File: src/rtl/synth_pd_core.sv
module synth_pd_core #(
  parameter int RDIV_W = 8,
  parameter int NDIV_W = 10
) (
  input  logic clk,
  input  logic rst_n,
  input  logic ser_clk,
  input  logic ser_data,
  input  logic ser_le,
  input  logic ref_tick,
  input  logic fb_tick,
  output logic fr_out,
  output logic fp_out,
  output logic pump_up,
  output logic pump_dn,
  output logic pwr_down
);
  localparam int WORD_W = 1 + ((RDIV_W > NDIV_W + 3) ? RDIV_W : NDIV_W + 3);

  logic              sclk_q, le_q;
  logic [WORD_W-1:0] sr;
  logic [RDIV_W-1:0] r_div, r_cnt;
  logic [NDIV_W-1:0] n_div, n_cnt;
  logic              pd_bit, async_bit, pol_bit;
  logic              pd_q, fr_q, fp_q, up_q, dn_q;

  wire shift_ev = ser_clk & ~sclk_q;
  wire latch_ev = ser_le & ~le_q;
  wire r_wrap   = ({1'b0, r_cnt} + {{RDIV_W{1'b0}}, 1'b1}) >= {1'b0, r_div};
  wire n_wrap   = ({1'b0, n_cnt} + {{NDIV_W{1'b0}}, 1'b1}) >= {1'b0, n_div};
  wire set_up   = pol_bit ? fr_q : fp_q;
  wire set_dn   = pol_bit ? fp_q : fr_q;

  always_ff @(posedge clk or negedge rst_n) begin
    if (!rst_n) begin
      sclk_q <= 1'b0;
      le_q   <= 1'b0;
      sr     <= '0;
    end else begin
      sclk_q <= ser_clk;
      le_q   <= ser_le;
      if (shift_ev) sr <= {sr[WORD_W-2:0], ser_data};
    end
  end

  always_ff @(posedge clk or negedge rst_n) begin
    if (!rst_n) begin
      r_div     <= RDIV_W'(1);
      n_div     <= NDIV_W'(1);
      pd_bit    <= 1'b0;
      async_bit <= 1'b0;
      pol_bit   <= 1'b1;
    end else if (latch_ev) begin
      if (!sr[0]) begin
        r_div <= sr[RDIV_W:1];
      end else begin
        pd_bit    <= sr[1];
        async_bit <= sr[2];
        pol_bit   <= sr[3];
        n_div     <= sr[NDIV_W+3:4];
      end
    end
  end

  always_ff @(posedge clk or negedge rst_n) begin
    if (!rst_n)                pd_q <= 1'b0;
    else if (!pd_bit)          pd_q <= 1'b0;
    else if (async_bit)        pd_q <= 1'b1;
    else if (!up_q && !dn_q)   pd_q <= 1'b1;
  end

  always_ff @(posedge clk or negedge rst_n) begin
    if (!rst_n) begin
      r_cnt <= '0;
      fr_q  <= 1'b0;
    end else if (pd_q) begin
      r_cnt <= '0;
      fr_q  <= 1'b0;
    end else begin
      fr_q <= ref_tick & r_wrap;
      if (ref_tick) r_cnt <= r_wrap ? '0 : r_cnt + 1'b1;
    end
  end

  always_ff @(posedge clk or negedge rst_n) begin
    if (!rst_n) begin
      n_cnt <= '0;
      fp_q  <= 1'b0;
    end else if (pd_q) begin
      n_cnt <= '0;
      fp_q  <= 1'b0;
    end else begin
      fp_q <= fb_tick & n_wrap;
      if (fb_tick) n_cnt <= n_wrap ? '0 : n_cnt + 1'b1;
    end
  end

  always_ff @(posedge clk or negedge rst_n) begin
    if (!rst_n) begin
      up_q <= 1'b0;
      dn_q <= 1'b0;
    end else if (pd_q || (up_q && dn_q)) begin
      up_q <= 1'b0;
      dn_q <= 1'b0;
    end else begin
      up_q <= up_q | set_up;
      dn_q <= dn_q | set_dn;
    end
  end

  assign fr_out   = fr_q;
  assign fp_out   = fp_q;
  assign pump_up  = up_q & ~pd_q;
  assign pump_dn  = dn_q & ~pd_q;
  assign pwr_down = pd_q;
endmodule

File: config.mk
export PLATFORM = sky130hd
export DESIGN_NAME = synth_pd_core
export DESIGN_NICKNAME = d
export VERILOG_FILES = /design/src/rtl/synth_pd_core.sv
export SDC_FILE = /design/constraint.sdc
export NUM_CORES = 1
export LEC_CHECK = 0
export ABC_AREA = 1
export BUFFER_PORTS_ARGS = -buffer_cell sky130_fd_sc_hd__buf_2
export CAP_MARGIN = 5
export CORE_MARGIN = 2
export CORE_UTILIZATION = 55
export CTS_CLUSTER_SIZE = 20
export DETAILED_ROUTE_END_ITERATION = 16
export PLACE_DENSITY = 0.7
export SKIP_LAST_GASP = 1
export SLEW_MARGIN = 20
export SYNTH_ARGS = -nofsm -noshare
export SYNTH_HDL_FRONTEND = slang
export SYNTH_SLANG_ARGS = --single-unit
export TNS_END_PERCENT = 10
File: constraint.sdc
create_clock -name clk -period 5.73 [get_ports clk]
set_clock_uncertainty 0.15 [all_clocks]
set_input_delay 0.573 -clock clk [delete_from_list [all_inputs] [get_ports clk]]
set_output_delay 0.573 -clock clk [all_outputs]
set_load 0.02 [all_outputs]
==> flow_summary.toml, run 1 <==
[timing]
min_period_ps = 2760
rsz0062_at_grt = "false"
setup_tns_ps = 0
final_hold_viol_count = 0
relSlewSlack = 0.472
fmax_mhz = 363
min_period_over_period = 0.481
setup_viol = 0
worst_pin_slew_ps = 789
slew_violations = 0

[setup_path]
slowest_delay_ps = 500
cp.depth = 15
r2r-start = "n_cnt[0]"
startpoint_type = "register"
crit_chain = "ha_1, nand2_2, nor2_4, nand3_1, xor2_1, inv_1, ha_1, a21o_1, nor2_1, nand2_1, nand2_1, nand2_1, nand2_1, nand2_1, nand2_1"
cp.required_ps = 5840
rrSetupSlack_ps = 2970
worstPathArrival_ps = 2870
cp_max_fo = 11
worst-setup-path-type = "register to register"
crit_top_cell = "nand2_1"
cpMaxStageDelayCell = "dfrtp_1"
end_kind = "register"
critPathBufInv = 1
r2r_end = "n_cnt[2]"
reg2regPathDepth = 15
path_delay_family = "simple AND/OR/NAND/NOR gates"

[place]
place_congestion = 0.885
io_buffer_count = 11
hpwl_mm = 4.27

[clocking]
postCtsSetupBuffers = 0
cts_buffer_depth = 2
cts_hold_buf = 0
cts-root-buf = "clkbuf_8"
cts.clk_slew.worst_paths_ps = 60
cts-resized-gates = 0
clk_latency_ps = 330
cts_buffers = 9
cts.sinks = 60
cts_tree = "built"
h-tree-depth = 3

[run_status]
status = "finished, final reports clean"

[min_path]
holdPathStages = 1
min-delay-start = "ser_clk"
hold_end = "sclk_q"
hold_class = "primary input to register"

[cells_and_area]
post-route-util = 0.621
syn2layout_area_growth_pct = 9.89
nFillCells = 532
drive_gt1_frac = 0.116
nets = 463
antenna_cells = 0

[synth]
yosys.cell_count.top_type = "nand2_1"
synthTopCellsByCount = "125 x nand2_1, 63 x inv_1, 57 x dfrtp_1"
synth_top_area_cell = "dfrtp_1"
syn-cell-area_um2 = 3330
synth_warnings = 0
avgSynthCellArea_um2 = 7.88
synth-edff-count = 0
yosysTopAreaCellShare = 0.429
ys_ff_latch = 60
synth.area.top_cells = "dfrtp_1 43%, nand2_1 14%, ha_1 7.5%"
ys_seq_area_frac = 0.453
syn_nets = 449
synthFlopType = "dfrtp_1"
synth_cells = 422
synthDistinctLibCells = 32
ys_async_sr_fraction = 1.00

[global_routing]
first_global_vias = 2319
grt_use_total = 0.208
grt_pass1_wl_mm = 10.7
grt_max_degree = 61
grt-ovfl-total = 0
antenna_found_initial = 0

[floorplan]
die_w_um = 81.8
rows = 28
die-area_um2 = 6680
coreArea_um2 = 5890
start_util = 0.565
die_height_um = 81.8
io_pins = 12

[power]
seq_power_share = 0.391
switching_share = 0.376
clkPwrFrac = 0.274
powerDensity_nw_per_um2 = 416
comb_power_share = 0.335
vdd_drop_max_mv = 0.230
internal_power_mw = 0.948
cellLeakagePower_nw = 1.99
p_switching_mw = 0.570

[drt]
vias = 2555
drtIter0Drc = 218
wire_per_inst_um = 11.8
drt-total-wl_mm = 6.06
avgViaCountPerCell = 4.95
ant_nets = 0
first_pass_iters = 5
drc = 0

[job]
max_cap_viol_count = 0
## how the worst max path moves through the flow
stage / slack (ps) / to / startpoint
2_1_floorplan: 3450 / n_cnt[1] / n_cnt[0]
3_3_place_gp: 3090 / n_cnt[9] / n_cnt[0]
3_5_place_dp: 3030 / n_cnt[2] / n_cnt[0]
4_1_cts: 2970 / n_cnt[2] / n_cnt[0]
5_1_grt: 2690 / n_cnt[9] / n_cnt[0]
6_report: 2970 / n_cnt[2] / n_cnt[0]
## stage by stage
step                      setup WS, ps  total power [mW]  cell area (µm²)  cells  hold WS [ps]
after floorplan                   3450             0.992             3330    422           127
after global placement            3090              1.09             3440    500           315
after detailed placement          3030              1.11             3440    500           323
after CTS                         2970              1.53             3650    516           202
after global routing              2690              1.65             3650    516           200
final                             2970              1.52             3650    516           212
## cell families (layout without fill, tap and decap cells)
| kind of cell | count (synthesis) | count (layout) | synth area share |
|---|---|---|---|
| buffers and inverters | 76 | 95 | 0.0895 |
| adder cells (fa/ha/maj) | 20 | 20 | 0.0752 |
| AO/OA/AOI/OAI | 53 | 53 | 0.0843 |
| AND/OR/NAND/NOR | 206 | 206 | 0.280 |
| XOR/XNOR | 7 | 7 | 0.0184 |
| flip-flops | 60 | 60 | 0.453 |
## area by class of cell
type / count / area (µm²) / area share
multi-input combinational: 286 / 1520 / 0.417
sequential: 60 / 1510 / 0.412
inverter: 67 / 254 / 0.0695
clock buffer: 11 / 141 / 0.0387
tap: 75 / 93.8 / 0.0257
clock inverter: 5 / 75.1 / 0.0205
timing repair buffer: 12 / 62.6 / 0.0171
## state kept, by name, indices dropped and copies added (netlist names), 8 cells and up
signal  flops
sr         14
r_div       8
n_div      10
r_cnt       8
n_cnt      10
## power by group through the flow
stage / registers (mW) / logic, mW / clock network (mW)
CTS: 0.593 / 0.516 / 0.420
global placement: 0.595 / 0.499 / 0
finish: 0.594 / 0.509 / 0.416
global route: 0.607 / 0.602 / 0.438
detailed placement: 0.600 / 0.512 / 0
floorplan: 0.588 / 0.404 / 0
## cells in the final DEF, fill, tap and decap left out
master and instances:
a21o_1 4, a21oi_1 8, buf_2 11, buf_4 1
bufinv_16 2, clkbuf_1 1, clkbuf_8 10, clkinv_1 1
clkinv_2 3, dfrtp_1 57, dfstp_2 3, ha_1 20
inv_1 63, inv_2 2, inv_4 1, nand2_1 125
nand2_2 3, nand2_4 3, nand3_1 11, nand3_2 3
nand3b_1 1, nand4_1 10, nand4_2 1, nor2_1 39
nor2_2 3, nor2_4 4, nor2_8 1, nor3_1 1
o21a_1 1, o21ai_0 30, o21ai_1 9, o21bai_1 1
or2_1 1, xnor2_1 1, xor2_1 6
## per-layer routing
metal,track usage,share of wire
met5,0,0
met4,0.0750,0.010
met3,0.0363,0.033
met2,0.304,0.44
met1,0.308,0.52
No activity file was read; power rests on OpenSTA's default activity.
==> run 2, diff against run 1 <==
==> constraint.sdc (replaced) <==
create_clock -name clk -period 2.8 [get_ports clk]
set_clock_uncertainty 0.15 [all_clocks]
set_input_delay 0.28 -clock clk [delete_from_list [all_inputs] [get_ports clk]]
set_output_delay 0.28 -clock clk [all_outputs]
set_load 0.02 [all_outputs]
==> run 2 against run 1 <==
Cell count increased by 0.97%. Sequential power increased by 100%. Via count increased by 2.5%. Sequential cell count unchanged. Global-route usage increased by 0.17 points. Die area unchanged. Non-clock buffer count increased by 5. Critical endpoint is now r_cnt[6]. Largest cell class unchanged.
==> flow_summary.toml, run 2 (same netlist as run 1, synthesis figures left out) <==
[floorplan]
start_util = 0.565
die-area_um2 = 6680
io_pins = 12
coreArea_um2 = 5890
die_w_um = 81.8
die_height_um = 81.8
rows = 28

[setup_path]
reg2regPathDepth = 12
worst-setup-path-type = "register to register"
worstPathArrival_ps = 2600
cp.required_ps = 2880
cp.depth = 12
slowest_delay_ps = 370
cpMaxStageDelayCell = "dfrtp_1"
startpoint_type = "register"
end_kind = "register"
cp_max_fo = 9
crit_top_cell = "nand2_1"
critPathBufInv = 1
crit_chain = "ha_1, nand2_2, nor2_4, nand4_1, nand2_1, inv_1, ha_1, nand2_1, nor3_1, nand4_2, nand4_1, nand2_1"
path_delay_family = "simple AND/OR/NAND/NOR gates"

[power]
seq_power_share = 0.404
p_switching_mw = 1.20
powerDensity_nw_per_um2 = 812
internal_power_mw = 1.78
vdd_drop_max_mv = 0.525
switching_share = 0.401
clkPwrFrac = 0.234
comb_power_share = 0.362
cellLeakagePower_nw = 1.98

[drt]
drc = 0
wl_met1_mm = 3.12
vias = 2618
wl_met3_um = 270
wire_per_inst_um = 11.8
met2_length_mm = 2.69
drtIter0Drc = 122
dr.max_layer_used = "met4"
avgViaCountPerCell = 5.02
drt-total-wl_mm = 6.15
first_pass_iters = 4
ant_nets = 0

[cells_and_area]
syn2layout_area_growth_pct = 10.3
antenna_cells = 0
drive_gt1_frac = 0.126
layout_commonest_cell = "nand2_1"
nets = 468
layout_common_cells = "124 x nand2_1, 63 x inv_1, 56 x dfrtp_1"
regMostFlops = "sr"
largest_register_ff_count = 14
top_regs = "sr x14, n_cnt x10, n_div x10"

[clocking]
cts_buffers = 9
cts_buffer_depth = 2
cts.sinks = 60
cts.clk_slew.worst_paths_ps = 70
clk_latency_ps = 340
cts_tree = "built"
h-tree-depth = 3
cts-root-buf = "clkbuf_8"

[place]
place_congestion = 0.841
hpwl_mm = 4.37
io_buffer_count = 11

[global_routing]
antenna_found_initial = 0
first_global_vias = 2434
grt_use_total = 0.209
grt-ovfl-total = 0
grt_pass1_wl_mm = 10.8
grt_max_degree = 61

[timing]
min_period_over_period = 0.902
setup_viol = 0
hold_ws_ps = 48.0
min_period_ps = 2520
relSlewSlack = 0.458
slew_violations = 0
rsz0062_at_grt = "false"
fmax_mhz = 396
worst_pin_slew_ps = 810
setup_tns_ps = 0
final_hold_viol_count = 0

[min_path]
hold_class = "primary input to register"
holdPathStages = 3

[job]
max_cap_viol_count = 0

[run_status]
status = "finished, final reports clean"
[run 2: cell types whose count changed in the layout (fill, tap and decap cells not counted), sizes merged]
cell / change
clkinv: -1
dlygate4sd3: +3
bufinv: -2
buf: +2
clkinvlp: +4
clkbuf: -1
[run 2: repair_timing]
action	in CTS	in global routing
setup buffers	0	0
hold endpoints to repair	59	0
hold buffers	3	0
gates resized for setup	0	3
setup endpoints to repair	0	11
[run 2: through the flow]
stage / setup slack [ps] / std cells / util / cell area (µm²) / total power, mW
global route: 34.9 / 521 / 0.624 / 3670 / 3.24
detailed placement: 70.2 / 502 / 0.587 / 3450 / 2.27
global placement: 272 / 502 / 0.587 / 3450 / 2.24
floorplan: 519 / 422 / - / 3330 / 2.03
CTS: 51.7 / 521 / 0.622 / 3660 / 2.97
finish: 276 / 521 / 0.624 / 3670 / 2.98
[run 2: layout make-up]
type / count / area [µm²]
fill: 529 / 2220
multi-input combinational: 286 / 1530
sequential: 60 / 1510
inverter: 67 / 254
clock buffer: 10 / 138
timing repair buffer: 17 / 108
tap: 75 / 93.8
clock inverter: 6 / 40.0
[run 2: power groups by stage]
stage	Clock, mW	Combinational (mW)	Sequential (mW)
after floorplan	0	0.827	1.20
after global placement	0	1.03	1.21
after detailed placement	0	1.06	1.22
after CTS	0.706	1.07	1.20
after global routing	0.741	1.26	1.24
final	0.698	1.08	1.20
[run 2: path summary, 6_finish.rpt]
check | from | end | slack, ps
min reg2reg | n_div[7] | n_div[7] | 340
max in group asynchronous | rst_n | n_cnt[0] | 1500
max | r_cnt[1] | r_cnt[6] | 280
min | ser_data | sr[0] | 50
max reg2reg | r_cnt[1] | r_cnt[6] | 280
min in group asynchronous | rst_n | r_cnt[6] | 470
[run 2: routing by layer]
layer,GRT usage,up-vias
li1,-,1355
met1,0.299,1196
met2,0.324,58
met3,0.0363,9
met4,0.0683,0
met5,0,-
[run 2: worst min-delay path: stages]
cell and delay (ps):
buf_2 70, nor2_1 30, a21oi_1 100
==> run 3, diff against run 2 <==
--- a/config.mk
+++ b/config.mk
@@ -13,6 +13,7 @@
 export CTS_CLUSTER_SIZE = 20
 export DETAILED_ROUTE_END_ITERATION = 16
 export PLACE_DENSITY = 0.7
+export SKIP_CTS_REPAIR_TIMING = 1
 export SKIP_LAST_GASP = 1
 export SLEW_MARGIN = 20
 export SYNTH_ARGS = -nofsm -noshare
==> constraint.sdc (replaced) <==
create_clock -name clk -period 2.37 [get_ports clk]
set_clock_uncertainty 0.15 [all_clocks]
set_input_delay 0.237 -clock clk [delete_from_list [all_inputs] [get_ports clk]]
set_output_delay 0.237 -clock clk [all_outputs]
set_load 0.02 [all_outputs]
==> run 3 against run 2 <==
The run now ends with negative setup slack left. Setup slack got worse by 290 ps. Non-clock buffer count increased by 10. Utilization increased by 5.0 points. Clock power increased by 65%. Via count up 3.6%. Sequential cell count is the same. Total power up 38%. Critical path type unchanged. Highest routed layer unchanged.
==> flow_summary.toml, run 3 (same netlist as run 1, synthesis figures left out) <==
[floorplan]
coreArea_um2 = 5890
die_w_um = 81.8
die_height_um = 81.8
die-area_um2 = 6680
io_pins = 12
start_util = 0.565
rows = 28

[cells_and_area]
antenna_cells = 0
syn2layout_area_growth_pct = 19.1
drive_gt1_frac = 0.190
regMostFlops = "sr"
largest_register_ff_count = 14
final_area_um2 = 3960
layout_commonest_cell = "nand2_1"
layout_common_cells = "121 x nand2_1, 61 x inv_1, 55 x dfrtp_1"
top_regs = "sr x14, n_cnt x10, n_div x10"
layout.cells.non_filler = 532
nFillCells = 488
nets = 479

[drt]
drc = 0
first_pass_iters = 4
drtIter0Drc = 140
vias = 2712
wire_per_inst_um = 12.5
avgViaCountPerCell = 5.10
drt-total-wl_mm = 6.67
ant_nets = 0

[min_path]
holdPathStages = 3
hold_class = "primary input to register"
min-delay-start = "ser_data"
hold_end = "sr[0]"

[setup_path]
r2r-start = "r_cnt[0]"
cp_max_fo = 4
worst-setup-path-type = "register to register"
r2r_end = "r_cnt[4]"
worstPathArrival_ps = 2460
rrSetupSlack_ps = -10
startpoint_type = "register"
cp.required_ps = 2450
end_kind = "register"
reg2regPathDepth = 10

[power]
cellLeakagePower_nw = 2.08
powerDensity_nw_per_um2 = 1040
vdd_drop_max_mv = 0.613
power_mw = 4.12

[job]
max_cap_viol_count = 0

[clocking]
cts_tree = "built"
cts_buffer_depth = 2
cts_buffers = 9
cts.clk_slew.worst_paths_ps = 70
clk_latency_ps = 350
cts.sinks = 60
cts-root-buf = "clkbuf_8"
h-tree-depth = 3

[timing]
rsz0062_at_grt = "true"
fmax_mhz = 420
final_hold_viol_count = 0
relSlewSlack = 0.507
slew_violations = 0
min_period_ps = 2380
hold_ws_ps = 0.286
min_period_over_period = 1.00
worst_pin_slew_ps = 737
setup_slack_ps = -11.0
setup_viol = 2

[run_status]
status = "complete, but fails checks"
violations = "negative setup slack"

[global_routing]
first_global_vias = 2418
grt_max_degree = 40
grt-ovfl-total = 0
grt_use_total = 0.227
grt_pass1_wl_mm = 11.3
antenna_found_initial = 0

[place]
place_area_um2 = 3550
placed_cells_incl_taps = 512
place_congestion = 0.825
dp_slack_ps = -46.5
io_buffer_count = 11
hpwl_mm = 4.52
-- run 3: changes by cell type in the layout (fill, tap and decap cells not counted), moves of 3 or more --
cell,before,now
nand2_2,3,7
buf_4,3,9
nor2_2,3,8
bufinv_16,0,3
ha_1,20,16
clkinvlp_4,4,1
nand2_1,124,121
nor2_1,39,34
-- run 3: metal layers --
| layer | part of all wire | global-route usage |
|---|---|---|
| met3 | 0.044 | 0.0615 |
| met2 | 0.44 | 0.322 |
| met4 | 0.013 | 0.0817 |
| met5 | 0 | 0 |
| met1 | 0.50 | 0.331 |
-- run 3: critical path, cell delays in order (launching register included) --
cell	delay, ps
dfrtp_1	410
ha_2	220
nand3_1	120
xor2_1	200
inv_1	70
ha_1	300
nand2_2	90
nor3_4	230
nand4_1	250
nand4_1	170
nand2_1	50
-- run 3: worst max path at each step --
stage	from	to	slack [ps]	cells past startpoint
after CTS	r_cnt[0]	r_cnt[2]	-80	10
after global routing	r_cnt[0]	r_cnt[4]	-160	12
final	r_cnt[0]	r_cnt[4]	-10	10
after detailed placement	r_cnt[0]	r_cnt[2]	-50	10
after global placement	n_cnt[0]	fp_out	20	16
after floorplan	n_cnt[0]	n_cnt[1]	90	16
-- run 3: power breakdown --
group / switching [mW] / internal (mW)
sequential: 0.153 / 1.25
clock: 0.423 / 0.727
combinational: 0.960 / 0.603
-- run 3: layout make-up --
class / count / area [µm²] / share of cell area
Clock inverter: 6 / 111 / 0.0281
Tap cell: 75 / 93.8 / 0.0237
Multi-Input combinational cell: 287 / 1640 / 0.415
Timing Repair Buffer: 27 / 215 / 0.0543
Inverter: 67 / 254 / 0.0641
Sequential cell: 60 / 1510 / 0.380
Clock buffer: 10 / 138 / 0.0347
-- run 3: through the flow --
stage | util | TNS, ps
2_1_floorplan | - | 0
3_3_place_gp | 0.604 | 0
3_5_place_dp | 0.604 | -312
4_1_cts | 0.646 | -699
5_1_grt | 0.673 | -2440
6_report | 0.673 | -19.0
